--- src/rtl/rqt_pkg.sv ---
package rqt_pkg;
   typedef enum logic [2:0] {
      K_LOAD    = 3'd0,
      K_FETCH   = 3'd1,
      K_STORE   = 3'd2,
      K_ATOM_RD = 3'd3,
      K_ATOM_WR = 3'd4,
      K_LOCK_RD = 3'd5,
      K_LOCK_WR = 3'd6,
      K_BAD     = 3'd7
   } kind_e;

   // Kinds that modify or reserve a line live in the write-class table
   function automatic logic in_wr_table(kind_e k);
      return (k == K_STORE) || (k == K_ATOM_RD) || (k == K_ATOM_WR) ||
             (k == K_LOCK_RD) || (k == K_LOCK_WR);
   endfunction

   // Kinds that copy bytes out of the returned line
   function automatic logic copies_out(kind_e k);
      return (k == K_LOAD) || (k == K_FETCH) || (k == K_ATOM_RD);
   endfunction
endpackage

--- src/rtl/rqt_table.sv ---
module rqt_table #(
   parameter int SLOTS  = 4,
   parameter int KEY_W  = 13,
   parameter int PAY_W  = 80,
   parameter int TIME_W = 16,
   parameter int THRESH = 1000,
   parameter int CNT_W  = 4
) (
   input  logic              clk,
   input  logic              rst_n,
   input  logic [KEY_W-1:0]  look_key,
   output logic              look_hit,
   input  logic              ins_en,
   input  logic [PAY_W-1:0]  ins_pay,
   input  logic [TIME_W-1:0] now,
   input  logic              del_en,
   input  logic [KEY_W-1:0]  del_key,
   output logic              del_hit,
   output logic [PAY_W-1:0]  del_pay,
   output logic [TIME_W-1:0] del_time,
   output logic              full,
   output logic [CNT_W-1:0]  count,
   output logic              aged
);
   localparam int IDX_W = (SLOTS > 1) ? $clog2(SLOTS) : 1;

   logic [SLOTS-1:0]  vld, look_m, del_m, old_m;
   logic [KEY_W-1:0]  key_q [SLOTS];
   logic [PAY_W-1:0]  pay_q [SLOTS];
   logic [TIME_W-1:0] tm_q  [SLOTS];
   logic              free_any;
   logic [IDX_W-1:0]  free_idx;

   for (genvar s = 0; s < SLOTS; s++) begin : g_slot
      logic [TIME_W-1:0] age;
      assign age       = now - tm_q[s];
      assign look_m[s] = vld[s] && (key_q[s] == look_key);
      assign del_m[s]  = vld[s] && (key_q[s] == del_key);
      assign old_m[s]  = vld[s] && (age >= TIME_W'(THRESH));
   end

   assign look_hit = |look_m;
   assign del_hit  = |del_m;
   assign aged     = |old_m;
   assign full     = !free_any;

   always_comb begin
      free_any = 1'b0;
      free_idx = '0;
      for (int s = SLOTS - 1; s >= 0; s--) begin
         if (!vld[s]) begin
            free_any = 1'b1;
            free_idx = IDX_W'(s);
         end
      end
   end

   always_comb begin
      del_pay  = '0;
      del_time = '0;
      count    = '0;
      for (int s = 0; s < SLOTS; s++) begin
         if (del_m[s]) begin
            del_pay  = del_pay | pay_q[s];
            del_time = del_time | tm_q[s];
         end
         count = count + CNT_W'(vld[s]);
      end
   end

   always_ff @(posedge clk) begin
      if (!rst_n) begin
         vld <= '0;
      end else begin
         for (int s = 0; s < SLOTS; s++)
            if (del_en && del_m[s]) vld[s] <= 1'b0;
         if (ins_en && free_any) vld[free_idx] <= 1'b1;
      end
   end

   always_ff @(posedge clk) begin
      if (ins_en && free_any) begin
         key_q[free_idx] <= look_key;
         pay_q[free_idx] <= ins_pay;
         tm_q[free_idx]  <= now;
      end
   end

   AST_INS_HAS_ROOM: assert property (@(posedge clk) disable iff (!rst_n)
      ins_en |-> free_any);
   AST_KEY_UNIQUE: assert property (@(posedge clk) disable iff (!rst_n)
      $onehot0(look_m));
   AST_INS_NOT_PRESENT: assert property (@(posedge clk) disable iff (!rst_n)
      ins_en |-> !look_hit);
   AST_DEL_FREES: assert property (@(posedge clk) disable iff (!rst_n)
      (del_en && del_hit && !ins_en) |=> (count == $past(count) - CNT_W'(1)));
endmodule

--- src/rtl/rqt_watchdog.sv ---
module rqt_watchdog #(
   parameter int TIME_W = 16,
   parameter int THRESH = 1000
) (
   input  logic              clk,
   input  logic              rst_n,
   input  logic [TIME_W-1:0] now,
   input  logic              arm,
   input  logic              keep,
   input  logic              aged,
   output logic              hang
);
   logic              pending;
   logic [TIME_W-1:0] due;
   logic              fire;

   assign fire = pending && (now == due);

   always_ff @(posedge clk) begin
      if (!rst_n) begin
         pending <= 1'b0;
         due     <= '0;
         hang    <= 1'b0;
      end else begin
         hang <= fire && aged;
         if (fire) begin
            if (keep) due <= now + TIME_W'(THRESH);
            else      pending <= 1'b0;
         end else if (!pending && arm) begin
            pending <= 1'b1;
            due     <= now + TIME_W'(THRESH);
         end
      end
   end

   AST_HANG_NEEDS_FIRE: assert property (@(posedge clk) disable iff (!rst_n)
      hang |-> $past(fire));
   AST_ARM_ON_INSERT: assert property (@(posedge clk) disable iff (!rst_n)
      (arm && !pending) |=> pending);
   AST_IDLE_WHEN_EMPTY: assert property (@(posedge clk) disable iff (!rst_n)
      (fire && !keep) |=> !pending);
   AST_REARM_WHEN_BUSY: assert property (@(posedge clk) disable iff (!rst_n)
      (fire && keep) |=> (pending && !fire));
endmodule

--- src/rtl/rqt_bytelane.sv ---
module rqt_bytelane #(
   parameter int LINE_BYTES = 8,
   parameter int OFF_W      = 3,
   parameter int LEN_W      = 4
) (
   input  logic [LINE_BYTES*8-1:0] line,
   input  logic [LINE_BYTES*8-1:0] wdata,
   input  logic [OFF_W-1:0]        off,
   input  logic [LEN_W-1:0]        len,
   input  logic                    copy_out,
   output logic [LINE_BYTES*8-1:0] rdata,
   output logic [LINE_BYTES*8-1:0] merged
);
   always_comb begin
      rdata  = '0;
      merged = line;
      for (int b = 0; b < LINE_BYTES; b++) begin
         if (copy_out && (b < int'(len)) && (b + int'(off) < LINE_BYTES))
            rdata[b*8 +: 8] = line[(b + int'(off))*8 +: 8];
         if (!copy_out && (b >= int'(off)) && (b < int'(off) + int'(len)))
            merged[b*8 +: 8] = wdata[(b - int'(off))*8 +: 8];
      end
   end
endmodule

--- src/rtl/req_tracker.sv ---
module req_tracker #(
   parameter int ADDR_W     = 16,
   parameter int LINE_BYTES = 8,
   parameter int RD_SLOTS   = 4,
   parameter int WR_SLOTS   = 4,
   parameter int MAX_OUT    = 6,
   parameter int ID_W       = 8,
   parameter int TIME_W     = 16,
   parameter int THRESH     = 1000,
   parameter int DLY_W      = 4,
   parameter int IC_LAT     = 2,
   parameter int DC_LAT     = 3,
   localparam int OFF_W  = $clog2(LINE_BYTES),
   localparam int LEN_W  = OFF_W + 1,
   localparam int LINE_W = ADDR_W - OFF_W,
   localparam int DATA_W = LINE_BYTES * 8
) (
   input  logic              clk,
   input  logic              rst_n,
   input  logic              req_valid,
   input  logic [2:0]        req_kind,
   input  logic [ADDR_W-1:0] req_addr,
   input  logic [LEN_W-1:0]  req_len,
   input  logic [DATA_W-1:0] req_wdata,
   output logic              req_accept,
   output logic [ID_W-1:0]   req_id,
   output logic              iss_valid,
   output logic [2:0]        iss_kind,
   output logic [LINE_W-1:0] iss_line,
   output logic [DLY_W-1:0]  iss_delay,
   input  logic              cpl_valid,
   input  logic              cpl_wr,
   input  logic [LINE_W-1:0] cpl_line,
   input  logic [DATA_W-1:0] cpl_data,
   output logic              done_valid,
   output logic [ID_W-1:0]   done_id,
   output logic [TIME_W-1:0] done_lat,
   output logic [DATA_W-1:0] done_rdata,
   output logic [DATA_W-1:0] done_line,
   output logic              hang
);
   import rqt_pkg::*;

   localparam int CNT_W = $clog2(RD_SLOTS + WR_SLOTS + 1);
   localparam int PAY_W = 3 + OFF_W + LEN_W + DATA_W + ID_W;
   localparam logic [ID_W-1:0] ID_LAST = {{(ID_W-1){1'b1}}, 1'b0};

   initial begin : p_param_chk
      assert (MAX_OUT >= 1 && MAX_OUT <= RD_SLOTS + WR_SLOTS)
         else $error("MAX_OUT must lie between 1 and the total slot count");
      assert ((1 << OFF_W) == LINE_BYTES) else $error("LINE_BYTES must be a power of two");
      assert (THRESH > 0 && THRESH < (1 << (TIME_W - 1))) else $error("THRESH out of range");
      assert (IC_LAT < (1 << DLY_W) && DC_LAT < (1 << DLY_W)) else $error("latency too wide");
   end

   kind_e              kind;
   logic [LINE_W-1:0]  line;
   logic [OFF_W-1:0]   off;
   logic [LEN_W:0]     span;
   logic               fits, wr_cls, present;
   logic [ID_W-1:0]    id_q;
   logic [TIME_W-1:0]  now;
   logic [CNT_W-1:0]   rd_cnt, wr_cnt, occ, occ_nxt;
   logic               rd_look, wr_look, rd_full, wr_full, rd_aged, wr_aged;
   logic               rd_hit, wr_hit, cpl_hit;
   logic [PAY_W-1:0]   rd_pay, wr_pay, sel_pay, ins_pay;
   logic [TIME_W-1:0]  rd_time, wr_time, sel_time;
   logic [DATA_W-1:0]  lane_rdata, lane_line;

   assign kind    = kind_e'(req_kind);
   assign line    = req_addr[ADDR_W-1:OFF_W];
   assign off     = req_addr[OFF_W-1:0];
   assign span    = {2'b00, off} + {1'b0, req_len};
   assign fits    = span <= (LEN_W+1)'(LINE_BYTES);
   assign wr_cls  = in_wr_table(kind);
   assign present = rd_look || wr_look;
   assign occ     = rd_cnt + wr_cnt;

   assign req_accept = req_valid && (kind != K_BAD) && fits && !present &&
                       (occ < CNT_W'(MAX_OUT)) && !(wr_cls ? wr_full : rd_full);
   assign req_id     = req_accept ? id_q : '1;
   assign iss_valid  = req_accept;
   assign iss_kind   = req_kind;
   assign iss_line   = line;
   assign iss_delay  = (kind == K_FETCH) ? DLY_W'(IC_LAT) : DLY_W'(DC_LAT);
   assign ins_pay    = {req_kind, off, req_len, req_wdata, id_q};

   assign cpl_hit  = cpl_valid && (cpl_wr ? wr_hit : rd_hit);
   assign sel_pay  = cpl_wr ? wr_pay : rd_pay;
   assign sel_time = cpl_wr ? wr_time : rd_time;
   assign occ_nxt  = occ + CNT_W'(req_accept) - CNT_W'(cpl_hit);

   rqt_table #(.SLOTS(RD_SLOTS), .KEY_W(LINE_W), .PAY_W(PAY_W), .TIME_W(TIME_W),
               .THRESH(THRESH), .CNT_W(CNT_W)) u_rd_tbl (
      .clk, .rst_n, .look_key(line), .look_hit(rd_look),
      .ins_en(req_accept && !wr_cls), .ins_pay(ins_pay), .now(now),
      .del_en(cpl_valid && !cpl_wr), .del_key(cpl_line), .del_hit(rd_hit),
      .del_pay(rd_pay), .del_time(rd_time), .full(rd_full), .count(rd_cnt),
      .aged(rd_aged));

   rqt_table #(.SLOTS(WR_SLOTS), .KEY_W(LINE_W), .PAY_W(PAY_W), .TIME_W(TIME_W),
               .THRESH(THRESH), .CNT_W(CNT_W)) u_wr_tbl (
      .clk, .rst_n, .look_key(line), .look_hit(wr_look),
      .ins_en(req_accept && wr_cls), .ins_pay(ins_pay), .now(now),
      .del_en(cpl_valid && cpl_wr), .del_key(cpl_line), .del_hit(wr_hit),
      .del_pay(wr_pay), .del_time(wr_time), .full(wr_full), .count(wr_cnt),
      .aged(wr_aged));

   rqt_bytelane #(.LINE_BYTES(LINE_BYTES), .OFF_W(OFF_W), .LEN_W(LEN_W)) u_lane (
      .line(cpl_data),
      .wdata(sel_pay[ID_W +: DATA_W]),
      .off(sel_pay[ID_W + DATA_W + LEN_W +: OFF_W]),
      .len(sel_pay[ID_W + DATA_W +: LEN_W]),
      .copy_out(copies_out(kind_e'(sel_pay[PAY_W-1 -: 3]))),
      .rdata(lane_rdata), .merged(lane_line));

   rqt_watchdog #(.TIME_W(TIME_W), .THRESH(THRESH)) u_wdog (
      .clk, .rst_n, .now(now), .arm(req_accept), .keep(occ_nxt != '0),
      .aged(rd_aged || wr_aged), .hang(hang));

   always_ff @(posedge clk) begin
      if (!rst_n) begin
         id_q       <= '0;
         now        <= '0;
         done_valid <= 1'b0;
         done_id    <= '0;
         done_lat   <= '0;
         done_rdata <= '0;
         done_line  <= '0;
      end else begin
         now        <= now + TIME_W'(1);
         done_valid <= cpl_hit;
         if (req_accept) id_q <= (id_q == ID_LAST) ? '0 : id_q + ID_W'(1);
         if (cpl_hit) begin
            done_id    <= sel_pay[ID_W-1:0];
            done_lat   <= now - sel_time;
            done_rdata <= lane_rdata;
            done_line  <= lane_line;
         end
      end
   end

   AST_OCC_BOUND: assert property (@(posedge clk) disable iff (!rst_n)
      occ <= CNT_W'(MAX_OUT));
   AST_REFUSED_ID: assert property (@(posedge clk) disable iff (!rst_n)
      !req_accept |-> (req_id == '1));
   AST_ID_ADVANCES: assert property (@(posedge clk) disable iff (!rst_n)
      req_accept |=> (id_q != $past(id_q)));
   AST_DONE_FROM_CPL: assert property (@(posedge clk) disable iff (!rst_n)
      done_valid |-> $past(cpl_valid));
   AST_OCC_TRACKS: assert property (@(posedge clk) disable iff (!rst_n)
      1'b1 |=> (occ == $past(occ_nxt)));
endmodule

--- config.mk ---
export PLATFORM = sky130hd
export DESIGN_NAME = req_tracker
export DESIGN_NICKNAME = d
export VERILOG_FILES = /design/src/rtl/rqt_pkg.sv /design/src/rtl/rqt_table.sv /design/src/rtl/rqt_watchdog.sv /design/src/rtl/rqt_bytelane.sv /design/src/rtl/req_tracker.sv
export SDC_FILE = /design/constraint.sdc
export NUM_CORES = 2
export LEC_CHECK = 0
export ABC_AREA = 1
export BUFFER_PORTS_ARGS = -buffer_cell sky130_fd_sc_hd__buf_4
export CAP_MARGIN = 10
export CORE_ASPECT_RATIO = 1.2
export CORE_MARGIN = 5
export CORE_UTILIZATION = 55
export DETAILED_ROUTE_END_ITERATION = 10
export GPL_TIMING_DRIVEN = 0
export HOLD_SLACK_MARGIN = 0.15
export PLACE_DENSITY = 0.86
export RECOVER_POWER = 100
export SYNTH_ARGS = -nofsm -noshare
export SYNTH_HDL_FRONTEND = slang
export SYNTH_SLANG_ARGS = --single-unit
--- constraint.sdc ---
create_clock -name clk -period 6.5 [get_ports clk]
set_clock_uncertainty 0.15 [all_clocks]
set_input_delay 1.3 -clock clk [delete_from_list [all_inputs] [get_ports clk]]
set_output_delay 1.3 -clock clk [all_outputs]
set_load 0.1 [all_outputs]
==> impl_metrics.env <==
export IMPL_status="complete, but fails checks"
export IMPL_violations="negative setup slack"
export IMPL_core_sq_um=103000
export IMPL_cp_num_buf_inv=5
export IMPL_start_kind="register"
export IMPL_numPortBuffers=337
export IMPL_cp_depth=19
export IMPL_std_cell_rows=129
export IMPL_fillers=8220
export IMPL_hold_buffers=0
export IMPL_ys_warn_count=0
export IMPL_synthDistinctLibCells=73
export IMPL_r2r_end="u_wdog.due[14]"
export IMPL_fin_util=0.637
export IMPL_area_growth_pct=14.8
export IMPL_syn_area_per_cell_sq_um=8.84
export IMPL_routed_wirelength_microns=235000
export IMPL_cpPeakStageDelay_ns=0.51
export IMPL_ys_ff_latch=1091
export IMPL_grt_overflow=0
export IMPL_relSlewSlack=0.0936
export IMPL_finalNetCount=7318
export IMPL_slew_violations=0
export IMPL_grt_pass1_wl_microns=334000
export IMPL_cp_slowest_cell="fa_1"
export IMPL_pin_count=353
export IMPL_finalWorstSetupSlack_ns=-0.138
export IMPL_rsz0062_at_grt="true"
export IMPL_die_area_sq_um=111000
export IMPL_required_ns=5.05
export IMPL_hold_viol=0
export IMPL_pwr_share_seq=0.484
export IMPL_sw_frac_of_total=0.267
export IMPL_finalInstanceArea_sq_um=65900
export IMPL_finalCriticalPeriod_ns=6.64
export IMPL_ys_seq_area_frac=0.535
export IMPL_path_cells="ha_4, fa_1, inv_1, fa_1, inv_2, ha_4, fa_2, xor2_2, inv_1, ha_2, a21boi_2, nand4_1, a21oi_4, o41ai_4, nor2_2, nand3_4, clkbuf_16, or2_4, buf_12"
export IMPL_h_tree_depth=3
export IMPL_arrival_ns=5.19
export IMPL_cp_max_fo=3
export IMPL_end_kind="output pin"
export IMPL_place_hpwl_microns=168000
export IMPL_gp_congestion=1.06
export IMPL_start_util=0.555
export IMPL_dp_slack_ns=-1.18
export IMPL_ff2ff_path_depth=31
export IMPL_dr_pass1_iters=8
export IMPL_synthFlopType="edfxtp_1"
export IMPL_insertion_delay_ns=0.77
export IMPL_power_switching_mw=4.24
export IMPL_cts_buffers=104
export IMPL_layout_common_cells="2060 x nand2_1, 888 x edfxtp_1, 571 x inv_1"
export IMPL_irDropWorstVdd_mv=0.248
export IMPL_fin_total_pwr_mw=15.9
export IMPL_setup_viol=10
export IMPL_p_int_mw=11.6
export IMPL_power_frac_clock=0.404
export IMPL_drv_cap=0
export IMPL_hp_class="reg -> reg"
export IMPL_worstMarginPinSlew_ns=1.35
export IMPL_routedWlPerCell_microns=27.8
export IMPL_fin_tns_setup_ns=-0.472
export IMPL_dieWidth_microns=305
export IMPL_dpl_cell_area_sq_um=62100
export IMPL_drive_gt1_frac=0.109
export IMPL_drt_vias_per_instance=6.27
export IMPL_cts_sinks=1091
export IMPL_grt_pass1_vias=50400
export IMPL_netlist_instances=6493
export IMPL_netlist_area_sq_um=57400
export IMPL_path_clk_slew_ns=0.06
export IMPL_antenna_found_initial=23
export IMPL_power_density_nw_per_um2=241
export IMPL_max_freq_mhz=151
export IMPL_grt_usage=0.406
export IMPL_ys_async_sr_fraction=0
export IMPL_cp_top_family="adder cells"
export IMPL_crit_start="u_wr_tbl.vld[1]"
export IMPL_grt_max_degree=78
export IMPL_endpoint="req_id[1]"
export IMPL_combPwrFrac=0.112
export IMPL_r2r_start="u_wr_tbl.vld[1]"
export IMPL_mostFrequentLayoutCell="nand2_1"
export IMPL_path_class="reg -> out"
export IMPL_drtAntennaViolNets=0
export IMPL_drtIter0Drc=7753
export IMPL_clockBufferDepth=3
export IMPL_root_buffer="clkbuf_16"
export IMPL_r2r_slack_ns=0.06
export IMPL_min_period_over_period=1.02
export IMPL_fp_dieH_microns=364
export IMPL_synth_edf_count=888
export IMPL_num_vias=53000
export IMPL_p_leak_nw=27.7
export IMPL_drc=0
export IMPL_cts_tree="done"
synthesized netlist by cell type, drive strengths merged, types with 33 or more instances:
master,instances,area share
nor2,440,0.031
buf,155,0.016
a21oi,248,0.022
ha,170,0.037
o22ai,111,0.012
xnor2,46,0.0070
inv,606,0.040
xor2,93,0.014
clkbuf,98,0.0064
o211ai,60,0.0086
dfxtp,203,0.071
nand3,498,0.044
o21ai,364,0.032
edfxtp,888,0.46
nor3,42,0.0041
nand2,2103,0.14
a211oi,33,0.0043
nand4,84,0.010
routing by layer:
layer | vias to the layer above | track usage | part of all wire | wire length [microns]
met3 | 1034 | 0.111 | 0.13 | 30600
met1 | 24700 | 0.496 | 0.35 | 81400
met2 | 4246 | 0.638 | 0.44 | 104000
li1 | 23000 | - | - | -
met4 | 14 | 0.267 | 0.081 | 19100
met5 | - | 0 | 0.00043 | 102
metrics by stage:
stage,hold WS [ns],std cells
floorplan,0.295,6494
global placement,0.291,8206
detailed placement,0.292,8223
CTS,0.305,8428
global route,0.317,8437
finish,0.302,8448
power by group through the flow:
stage	Clock [mW]	Combinational (mW)	Sequential, mW
after floorplan	0	0.935	7.81
after global placement	0	1.64	7.83
after detailed placement	0	1.66	7.82
after CTS	6.39	1.70	7.66
after global routing	6.69	1.85	7.67
final	6.41	1.78	7.67
how the worst min path moves through the flow:
stage / slack (ns) / to / cells past startpoint / from
after CTS: 0.30 / done_line[36] / 2 / done_line[36]
after floorplan: 0.29 / u_wdog.due[2] / 2 / u_wdog.due[2]
after detailed placement: 0.29 / done_line[43] / 2 / done_line[43]
final: 0.30 / done_line[36] / 2 / done_line[36]
after global routing: 0.32 / done_rdata[11] / 2 / done_rdata[11]
after global placement: 0.29 / done_rdata[8] / 2 / done_rdata[8]
layout make-up:
class	instances	area, sq um	share of cell area
clock buffer	125	2750	0.0418
timing repair buffer	367	2860	0.0433
inverter	617	2370	0.0360
buffer	250	1360	0.0207
multi-input combinational	4533	23200	0.352
tap	1375	1720	0.0261
clock inverter	70	833	0.0126
antenna	20	50.0	0.000759
sequential	1091	30700	0.466
worst reg2reg max path: cells and delay by family (launching register included):
family          cells  cell delay, ns
simple gates        7            0.96
fa+ha+maj           8            2.53
buf+inv            10            1.35
flops               1            0.36
compound gates      5            0.82
xor+xnor            1            0.19
flip-flops by register name (all words and copies together) (netlist names), 52 cells and up:
name,flops
u_wr_tbl.key_q,52
done_line,64
u_wr_tbl.tm_q,64
done_rdata,64
u_rd_tbl.key_q,52
u_rd_tbl.pay_q,328
u_rd_tbl.tm_q,64
u_wr_tbl.pay_q,328
cell families (layout without fill, tap and decap cells):
kind of cell             count (synthesis)  count (layout)  share of synthesized area
flip-flops                            1091            1091                      0.535
adder cells (fa/ha/maj)                185             185                     0.0423
other                                    2              23                   0.000131
XOR/XNOR                               139             139                     0.0213
AND/OR/NAND/NOR                       3226            3226                      0.235
buffers and inverters                  870            1429                     0.0636
AO/OA/AOI/OAI                          980             980                      0.102
timing repair:
item,in CTS,in global routing
hold endpoints to repair,0,0
setup buffers,9,3
endpoints found under the setup margin,753,55
pin swaps,10,5
gates cloned,1,0
resized for setup,54,52
Power figures use the tool's default switching activity.
